$ cat config.mk
export PLATFORM = sky130hd
export DESIGN_NAME = pt_walker
export DESIGN_NICKNAME = d
export VERILOG_FILES = /design/src/rtl/pw_pkg.sv /design/src/rtl/pw_entry_addr.sv /design/src/rtl/pw_entry_decode.sv /design/src/rtl/pw_walk_fsm.sv /design/src/rtl/pt_walker.sv
export SDC_FILE = /design/constraint.sdc
export NUM_CORES = 1
export LEC_CHECK = 0
export ABC_AREA = 1
export ABC_CLOCK_PERIOD_IN_PS = 2000
export BUFFER_PORTS_ARGS = -buffer_cell sky130_fd_sc_hd__buf_4
export CORE_UTILIZATION = 50
export CTS_CLUSTER_SIZE = 10
export DETAILED_ROUTE_END_ITERATION = 8
export PLACE_DENSITY_LB_ADDON = 0.3
export SYNTH_ARGS = -nofsm -noshare
export SYNTH_HDL_FRONTEND = slang
export SYNTH_SLANG_ARGS = --single-unit
$ cat constraint.sdc
create_clock -name clk -period 2 [get_ports clk]
set_input_delay 0.2 -clock clk [delete_from_list [all_inputs] [get_ports clk]]
set_output_delay 0.2 -clock clk [all_outputs]
set_load 0.01 [all_outputs]
$ cat src/rtl/pw_pkg.sv
// Package: shared state encoding for the page-table walker.
// Assumes: nothing beyond standard SystemVerilog.
package pw_pkg;

    typedef enum logic [2:0] {
        WS_IDLE,
        WS_RD1,
        WS_WT1,
        WS_RD2,
        WS_WT2,
        WS_FILL,
        WS_FAULT
    } walk_state_t;

endpackage

$ cat src/rtl/pw_entry_addr.sv
// Module: pw_entry_addr
// Forms the byte address of one table entry from a table base and an index.
// Entries are four-byte words.
// Assumes: the index is narrower than ADDR_W - 2 bits.
module pw_entry_addr #(
    parameter int ADDR_W = 32,
    parameter int IDX_W  = 10
) (
    input  logic [ADDR_W-1:0] table_base,
    input  logic [IDX_W-1:0]  index,
    output logic [ADDR_W-1:0] entry_addr
);
    localparam int PAD_W = ADDR_W - IDX_W - 2;

    // Add the word-scaled index to the base.
    always_comb begin
        entry_addr = table_base + {{PAD_W{1'b0}}, index, 2'b00};
    end
endmodule

$ cat src/rtl/pw_entry_decode.sv
// Module: pw_entry_decode
// Splits a table entry word into its present bit (bit 0) and its frame number (upper bits).
// Assumes: the bits between bit 0 and the offset boundary carry no meaning for the walk.
module pw_entry_decode #(
    parameter int ADDR_W = 32,
    parameter int OFF_W  = 12
) (
    input  logic [ADDR_W-1:0]       entry,
    output logic                    present,
    output logic [ADDR_W-OFF_W-1:0] frame
);
    logic unused_attr;

    // Pull the fields out of the word.
    always_comb begin
        present     = entry[0];
        frame       = entry[ADDR_W-1:OFF_W];
        unused_attr = ^entry[OFF_W-1:1];
    end
endmodule

$ cat src/rtl/pw_walk_fsm.sv
// Module: pw_walk_fsm
// Sequences the walk: it accepts a miss, issues two entry reads, and then ends in a
// one-cycle fill or a one-cycle fault. It holds the walk context (address, root, frames).
// Assumes: memory returns exactly one response per accepted request; responses that
// arrive outside a wait state are ignored.
module pw_walk_fsm
    import pw_pkg::*;
#(
    parameter int ADDR_W = 32,
    parameter int OFF_W  = 12,
    localparam int PFN_W = ADDR_W - OFF_W
) (
    input  logic              clk,
    input  logic              rst_n,
    input  logic [ADDR_W-1:0] root_base,
    input  logic              miss_valid,
    input  logic [ADDR_W-1:0] miss_vaddr,
    output logic              busy,
    input  logic [ADDR_W-1:0] l1_entry_addr,
    input  logic [ADDR_W-1:0] l2_entry_addr,
    output logic              mem_req_valid,
    output logic [ADDR_W-1:0] mem_req_addr,
    input  logic              mem_req_ready,
    input  logic              mem_rsp_valid,
    input  logic              rsp_present,
    input  logic [PFN_W-1:0]  rsp_frame,
    output logic [ADDR_W-1:0] vaddr_q,
    output logic [ADDR_W-1:0] base_q,
    output logic [PFN_W-1:0]  l2_frame_q,
    output logic              fill_valid,
    output logic [PFN_W-1:0]  fill_ppn,
    output logic              fault_valid,
    output logic              fault_level
);
    walk_state_t state_q, state_d;
    logic [PFN_W-1:0] ppn_q;
    logic             lvl_q;
    logic             accept;

    assign accept = (state_q == WS_IDLE) && miss_valid;

    // Next-state selection for the walk sequence.
    always_comb begin
        state_d = state_q;
        unique case (state_q)
            WS_IDLE:  if (miss_valid) state_d = WS_RD1;
            WS_RD1:   if (mem_req_ready) state_d = WS_WT1;
            WS_WT1:   if (mem_rsp_valid) state_d = rsp_present ? WS_RD2 : WS_FAULT;
            WS_RD2:   if (mem_req_ready) state_d = WS_WT2;
            WS_WT2:   if (mem_rsp_valid) state_d = rsp_present ? WS_FILL : WS_FAULT;
            WS_FILL:  state_d = WS_IDLE;
            WS_FAULT: state_d = WS_IDLE;
            default:  state_d = WS_IDLE;
        endcase
    end

    // State register with synchronous active-low reset.
    always_ff @(posedge clk) begin
        if (!rst_n) state_q <= WS_IDLE;
        else        state_q <= state_d;
    end

    // Capture the walk context: miss address and root at acceptance, then each entry as it returns.
    always_ff @(posedge clk) begin
        if (!rst_n) begin
            vaddr_q    <= '0;
            base_q     <= '0;
            l2_frame_q <= '0;
            ppn_q      <= '0;
            lvl_q      <= 1'b0;
        end else begin
            if (accept) begin
                vaddr_q <= miss_vaddr;
                base_q  <= root_base;
            end
            if (state_q == WS_WT1 && mem_rsp_valid) begin
                l2_frame_q <= rsp_frame;
                lvl_q      <= 1'b0;
            end
            if (state_q == WS_WT2 && mem_rsp_valid) begin
                ppn_q <= rsp_frame;
                lvl_q <= 1'b1;
            end
        end
    end

    // Outputs are decoded from the state alone.
    always_comb begin
        busy          = (state_q != WS_IDLE);
        mem_req_valid = (state_q == WS_RD1) || (state_q == WS_RD2);
        mem_req_addr  = (state_q == WS_RD2) ? l2_entry_addr : l1_entry_addr;
        fill_valid    = (state_q == WS_FILL);
        fill_ppn      = ppn_q;
        fault_valid   = (state_q == WS_FAULT);
        fault_level   = lvl_q;
    end

    // a request that is not accepted stays asserted with the same address.
    a_r8_req_hold: assert property (@(posedge clk) disable iff (!rst_n)
        (mem_req_valid && !mem_req_ready) |=> (mem_req_valid && $stable(mem_req_addr)));

    // the fill strobe lasts one cycle.
    a_r4_fill_pulse: assert property (@(posedge clk) disable iff (!rst_n)
        fill_valid |=> !fill_valid);

    // the fault strobe lasts one cycle.
    a_r5_fault_pulse: assert property (@(posedge clk) disable iff (!rst_n)
        fault_valid |=> !fault_valid);

    // fill and fault are never reported together.
    a_r6_fill_fault_excl: assert property (@(posedge clk) disable iff (!rst_n)
        !(fill_valid && fault_valid));

    // an accepted miss makes the walker busy in the next cycle.
    a_r7_busy_after_accept: assert property (@(posedge clk) disable iff (!rst_n)
        (miss_valid && !busy) |=> busy);

    // the captured root does not change while a walk is running.
    a_r10_root_held: assert property (@(posedge clk) disable iff (!rst_n)
        (busy && $past(busy)) |-> $stable(base_q));
endmodule

$ cat src/rtl/pt_walker.sv
// Module: pt_walker (top)
// Two-level page-table walker. It turns a translation-buffer miss into a fill or a
// precise page fault by reading one entry per level from memory.
// Assumes: 4-byte entries, present bit at bit 0, and the frame number in the bits above the offset.
module pt_walker #(
    parameter int ADDR_W = 32,
    parameter int IDX1_W = 10,
    parameter int IDX2_W = 10,
    localparam int OFF_W  = ADDR_W - IDX1_W - IDX2_W,
    localparam int VPN_W  = IDX1_W + IDX2_W,
    localparam int PFN_W  = ADDR_W - OFF_W,
    localparam int LEVELS = 2
) (
    input  logic              clk,
    input  logic              rst_n,
    input  logic [ADDR_W-1:0] root_base,
    input  logic              miss_valid,
    input  logic [ADDR_W-1:0] miss_vaddr,
    output logic              busy,
    output logic              mem_req_valid,
    output logic [ADDR_W-1:0] mem_req_addr,
    input  logic              mem_req_ready,
    input  logic              mem_rsp_valid,
    input  logic [ADDR_W-1:0] mem_rsp_data,
    output logic              fill_valid,
    output logic [VPN_W-1:0]  fill_vpn,
    output logic [PFN_W-1:0]  fill_ppn,
    output logic              fault_valid,
    output logic [ADDR_W-1:0] fault_vaddr,
    output logic              fault_level
);
    logic [ADDR_W-1:0] vaddr_q, base_q;
    logic [PFN_W-1:0]  l2_frame_q;
    logic [ADDR_W-1:0] entry_addr [LEVELS];
    logic              rsp_present;
    logic [PFN_W-1:0]  rsp_frame;

    // One address generator per table level; each level takes its own index field.
    for (genvar g = 0; g < LEVELS; g++) begin : g_level
        if (g == 0) begin : g_top
            pw_entry_addr #(.ADDR_W(ADDR_W), .IDX_W(IDX1_W)) u_addr (
                .table_base (base_q),
                .index      (vaddr_q[ADDR_W-1 -: IDX1_W]),
                .entry_addr (entry_addr[g])
            );
        end else begin : g_leaf
            pw_entry_addr #(.ADDR_W(ADDR_W), .IDX_W(IDX2_W)) u_addr (
                .table_base ({l2_frame_q, {OFF_W{1'b0}}}),
                .index      (vaddr_q[OFF_W +: IDX2_W]),
                .entry_addr (entry_addr[g])
            );
        end
    end

    pw_entry_decode #(.ADDR_W(ADDR_W), .OFF_W(OFF_W)) u_decode (
        .entry   (mem_rsp_data),
        .present (rsp_present),
        .frame   (rsp_frame)
    );

    pw_walk_fsm #(.ADDR_W(ADDR_W), .OFF_W(OFF_W)) u_fsm (
        .clk           (clk),
        .rst_n         (rst_n),
        .root_base     (root_base),
        .miss_valid    (miss_valid),
        .miss_vaddr    (miss_vaddr),
        .busy          (busy),
        .l1_entry_addr (entry_addr[0]),
        .l2_entry_addr (entry_addr[1]),
        .mem_req_valid (mem_req_valid),
        .mem_req_addr  (mem_req_addr),
        .mem_req_ready (mem_req_ready),
        .mem_rsp_valid (mem_rsp_valid),
        .rsp_present   (rsp_present),
        .rsp_frame     (rsp_frame),
        .vaddr_q       (vaddr_q),
        .base_q        (base_q),
        .l2_frame_q    (l2_frame_q),
        .fill_valid    (fill_valid),
        .fill_ppn      (fill_ppn),
        .fault_valid   (fault_valid),
        .fault_level   (fault_level)
    );

    // The reported page and fault address both come from the captured miss.
    always_comb begin
        fill_vpn    = vaddr_q[ADDR_W-1:OFF_W];
        fault_vaddr = vaddr_q;
    end
endmodule

After elaboration in Yosys (flattened, before gate mapping)
Cells that the tools add are included.
Word-level totals
  logic and storage cells: 38
  bits in latches: 0
  RAM bits: 0
  bits of input ports: 101
  ROM bits: 0
  memories: 0
  register bits: 108
Cells by class
  multiply operators: 0
  shift operators: 0
  equality and inequality tests: 11
  magnitude comparators: 0
  divide/modulo/power cells: 0
  bitwise gates (word level): 0
  reduce and logical (&&, ||, !) cells: 8
  mux-type cells: 11
  add/subtract/negate cells: 2
Operators by type and width (count)
  adder 32 x 12 -> 32 bit: 2
  two-way mux 32 bit: 1
  two-way mux 3 bit: 6
  case mux 3 bit (5 select lines): 1
  != test 2 bit, second input constant: 5
  == test 3 bit, second input constant: 3
  == test 3 x 2 -> 1 bit, second input constant: 2
  AND reduction 5 bit: 1
  == test 3 x 1 -> 1 bit, second input constant: 1
  logical AND 1 bit: 3
  zero test 3 bit: 1
  nonzero test 3 bit: 1
  two-way mux 1 bit: 2
  two-way mux 2 bit: 1
  nonzero test 2 bit: 1
  logical OR 1 bit: 1

Longest topological paths before layout
  depth in word-level cells: 4
  mapped depth: 13
  mapped depth without buffers: 13

Modules after synthesis
From an unflattened synthesis, not the netlist that was laid out.
Unflattened totals
  cells, all modules: 1125
  area total of the unflattened synthesis: 7333.3 µm²
Modules (own cells, without submodules)
  pw_walk_fsm: times used 1, cells an instance 533, area each 4306.6 µm², sequential area each 2162.1 µm²
  pw_entry_addr: times used 2, cells an instance 275, area each 1357.6 µm², sequential area each 0.0 µm²
  pw_entry_decode: times used 1, cells an instance 21, area each 157.7 µm², sequential area each 0.0 µm²
  pt_walker: times used 1, cells an instance 21, area each 153.9 µm², sequential area each 0.0 µm²

Worst setup path after synthesis
No wires, ideal clock.
  path kind: register to output
  start point: register u_fsm.vaddr_q[22]
  end point: output port mem_req_addr[10]
  path slack: 0.025 ns
  stages on the path, launching flop included: 9
  data arrival time: 1.775 ns
  buffers on the path: 0
  cells stage by stage: dfxtp_1 > ha_1 > fa_1 > nand3_1 > nand3_1 > nand2_1 > nand2_1 > xnor2_1 > o21ai_0
Between the ends
  word-level cells in the longest chain between the ends: 2
RTL lines
  start, declared: RTL line pw_walk_fsm.sv:27  | output logic [ADDR_W-1:0] vaddr_q,
  start signal, assigned: RTL line pw_walk_fsm.sv:73  | vaddr_q <= miss_vaddr;
  adder 32 x 12 -> 32 bit: RTL line pw_entry_addr.sv:17  | entry_addr = table_base + {{PAD_W{1'b0}}, index, 2'b00};
  two-way mux 32 bit: RTL line pw_walk_fsm.sv:91  | mem_req_addr = (state_q == WS_RD2) ? l2_entry_addr : l1_entry_addr;
  end, declared: RTL line pt_walker.sv:21  | output logic [ADDR_W-1:0] mem_req_addr,
Every way passes these cells.

Final worst setup path
  start point: register u_fsm.vaddr_q[29]
  end point: output port mem_req_addr[24]
The elaborated chain is that of the path after synthesis.

==> results.cfg <==
[timing]
layout_setup_ws_ns = -0.427
max_freq_mhz = 412
setup_violations = 27
slew_viol_final = 0
hold_ws_ns = 0.0811
finalHoldViolCount = 0
fin_skew_ns = 0.00791
min_period_over_period = 1.21
rsz0062_at_grt = yes
relSlewSlack = 0.689
tightest_slew_ns = 0.467
period_minus_slack_ns = 2.43

[final_layout]
multi_input_area_um2 = 3200
ff_latch_area_um2 = 2190
nFillCells = 815
post-route-util = 0.751
insertedDiodeCount = 0
final_cell_area_um2 = 8210
drive_gt1_frac = 0.366
synthToLayoutAreaGrowth_pct = 44.7
nets = 1147

[run_status]
violations = setup timing
status = finished with violations

[grt]
antenna_found_initial = 0
grt_pass1_wl_um = 26500
grt_overflow = 0
grt_max_degree = 85
grt.total_usage = 0.287
grt_pass1_vias = 5629

[critical_path]
r2r_start = u_fsm.state_q[2]
rrSetupSlack_ns = 0.47
cp_max_fo = 4
cp_data_required_time_ns = 1.80
worstSetupEndpointType = output port
worst-r2r-cell-count = 5
crit_type = register to output port
arrival_ns = 2.23
r2r-end = u_fsm.vaddr_q[27]
critPathLaunchType = register

[place]
globalplace.congestion = 0.931
dp_slack_ns = -0.110
hpwl_um = 11000
io_buffers = 198
dpl_cell_area_um2 = 7180

[pwr]
leakage_nw = 3.84
p_per_area_nw_per_um2 = 1230
vdd_drop_max_v = 0.00101

[floorplanning]
fp.coreArea_um2 = 10900
die-width_um = 109
die_h_um = 109
num_rows = 38
dieArea_um2 = 11800
pin_count = 210
start_util = 0.519

[clock_tree]
cts_sinks = 108
cts_tree = built
htreeDepth = 3
clock_path_buffers = 2
cts.root.buffer_cell = clkbuf_16
clk_pin_slew_ns = 0.08
cts_made_buffers = 9
clock_latency_ns = 0.35

[flow_run]
maxCapViolations = 0

[yosys]
avgSynthCellArea_um2 = 6.64
syn_nets = 967
synthesis.area_um2 = 5670
synthTopCellsByCount = nand2_1 (156), inv_1 (125), o21ai_0 (112)
netlist_instances = 855
yosysSeqAreaShare = 0.381
yosysTopAreaCell = dfxtp_1
synth-edff-count = 0
yosysMostFrequentCell = nand2_1
synth_cell_types = 29
yosys-top-cells-area = dfxtp_1 (38%), nand2_1 (10%), o21ai_0 (9.9%)
async_flop_share = 0
synth_top_cell_area_share = 0.381
yosys_warnings = 0
ys_seq_elements = 108
synth_ff_type = dfxtp_1

[min_path]
hold_depth = 3
min_from = mem_rsp_data[21]
holdCritPathClass = primary input to register
hold_end = u_fsm.l2_frame_q[9]

[detailed_routing]
dr.pass1.iters = 7
dr.first_iter.drc_count = 551
routed_wl_um = 18400
drtAntennaViolNets = 0
drc = 0
routedWlPerCell_um = 15.6
viasPerCell = 5.41
num_vias = 6383
logic make-up (layout without fill, tap and decap cells):
| family | count (synthesis) | count (layout) | synth area share |
|---|---|---|---|
| simple gates | 318 | 318 | 0.238 |
| buf+inv | 197 | 382 | 0.154 |
| xor+xnor | 7 | 7 | 0.0108 |
| flops | 108 | 108 | 0.381 |
| compound gates | 214 | 214 | 0.191 |
| fa+ha+maj | 11 | 11 | 0.0256 |
per-layer routing:
layer,track usage,vias to the layer above,routed length (um)
met5,0,-,0
met4,0.128,0,677
met3,0.0675,76,1520
met2,0.482,350,8840
met1,0.346,2883,7320
li1,-,3074,-
placed cells by master, fill, tap and decap left out, types with 10 or more instances in the layout:
cell type / n
dfxtp_1: 86
buf_4: 233
o21ai_0: 109
nand2_2: 31
nand3_1: 41
nor2_2: 12
dfxtp_2: 20
nand2_1: 117
a21oi_1: 87
nand4_1: 10
nor2_1: 59
inv_1: 121
flip-flops by register name (all words and copies together) (netlist names):
signal	cells
u_fsm.vaddr_q	32
u_fsm.state_q	3
u_fsm.base_q	32
u_fsm.fill_ppn	20
u_fsm.fault_level	1
u_fsm.l2_frame_q	20
report_power, final:
part | switching, mW | internal [mW]
Combinational | 2.66 | 2.29
Clock | 0.877 | 1.03
Sequential | 0.519 | 2.74
Total | 4.05 | 6.06
area by class of cell:
type	instances	area share
Tap cell	140	0.0213
Clock buffer	10	0.0291
Timing Repair Buffer	239	0.223
Multi-Input combinational cell	550	0.390
Clock inverter	6	0.0102
Sequential cell	108	0.267
Inverter	127	0.0581
repair_timing:
| action | CTS | global route |
|---|---|---|
| endpoints found under the setup margin | 27 | 28 |
| setup buffers | 10 | 4 |
| hold buffers | 0 | 0 |
| gates resized for setup | 113 | 39 |
| pin swaps | 29 | 16 |
metrics by stage:
step           instances  TNS, ns  total power [mW]
5_1_grt             1180    -9.12              10.7
3_3_place_gp        1150   -0.304              7.19
4_1_cts             1176    -4.09              9.74
3_5_place_dp        1150   -0.616              7.23
6_report            1180    -6.98              10.1
2_1_floorplan        855        0              5.54
critical path, cell delays in order, from the launching register on:
cell	delay, ns
dfxtp_2	0.35
ha_4	0.30
nand2_1	0.09
nand2_1	0.07
inv_1	0.11
o21ai_0	0.31
nand3_1	0.17
nand2_1	0.11
nand2_1	0.05
nand2_1	0.06
nand2_1	0.07
nand2_1	0.08
buf_4	0.11
worst max-delay path by stage:
| stage | endpoint | cells past startpoint | startpoint | slack [ns] |
|---|---|---|---|---|
| 2_1_floorplan | mem_req_addr[10] | 8 | u_fsm.vaddr_q[22] | 0.02 |
| 3_3_place_gp | mem_req_addr[30] | 12 | u_fsm.vaddr_q[22] | -0.08 |
| 3_5_place_dp | mem_req_addr[30] | 12 | u_fsm.vaddr_q[22] | -0.11 |
| 4_1_cts | mem_req_addr[24] | 13 | u_fsm.vaddr_q[22] | -0.25 |
| 5_1_grt | mem_req_addr[24] | 12 | u_fsm.vaddr_q[29] | -0.48 |
| 6_report | mem_req_addr[24] | 12 | u_fsm.vaddr_q[29] | -0.43 |
No activity file was read; power rests on OpenSTA's default activity.
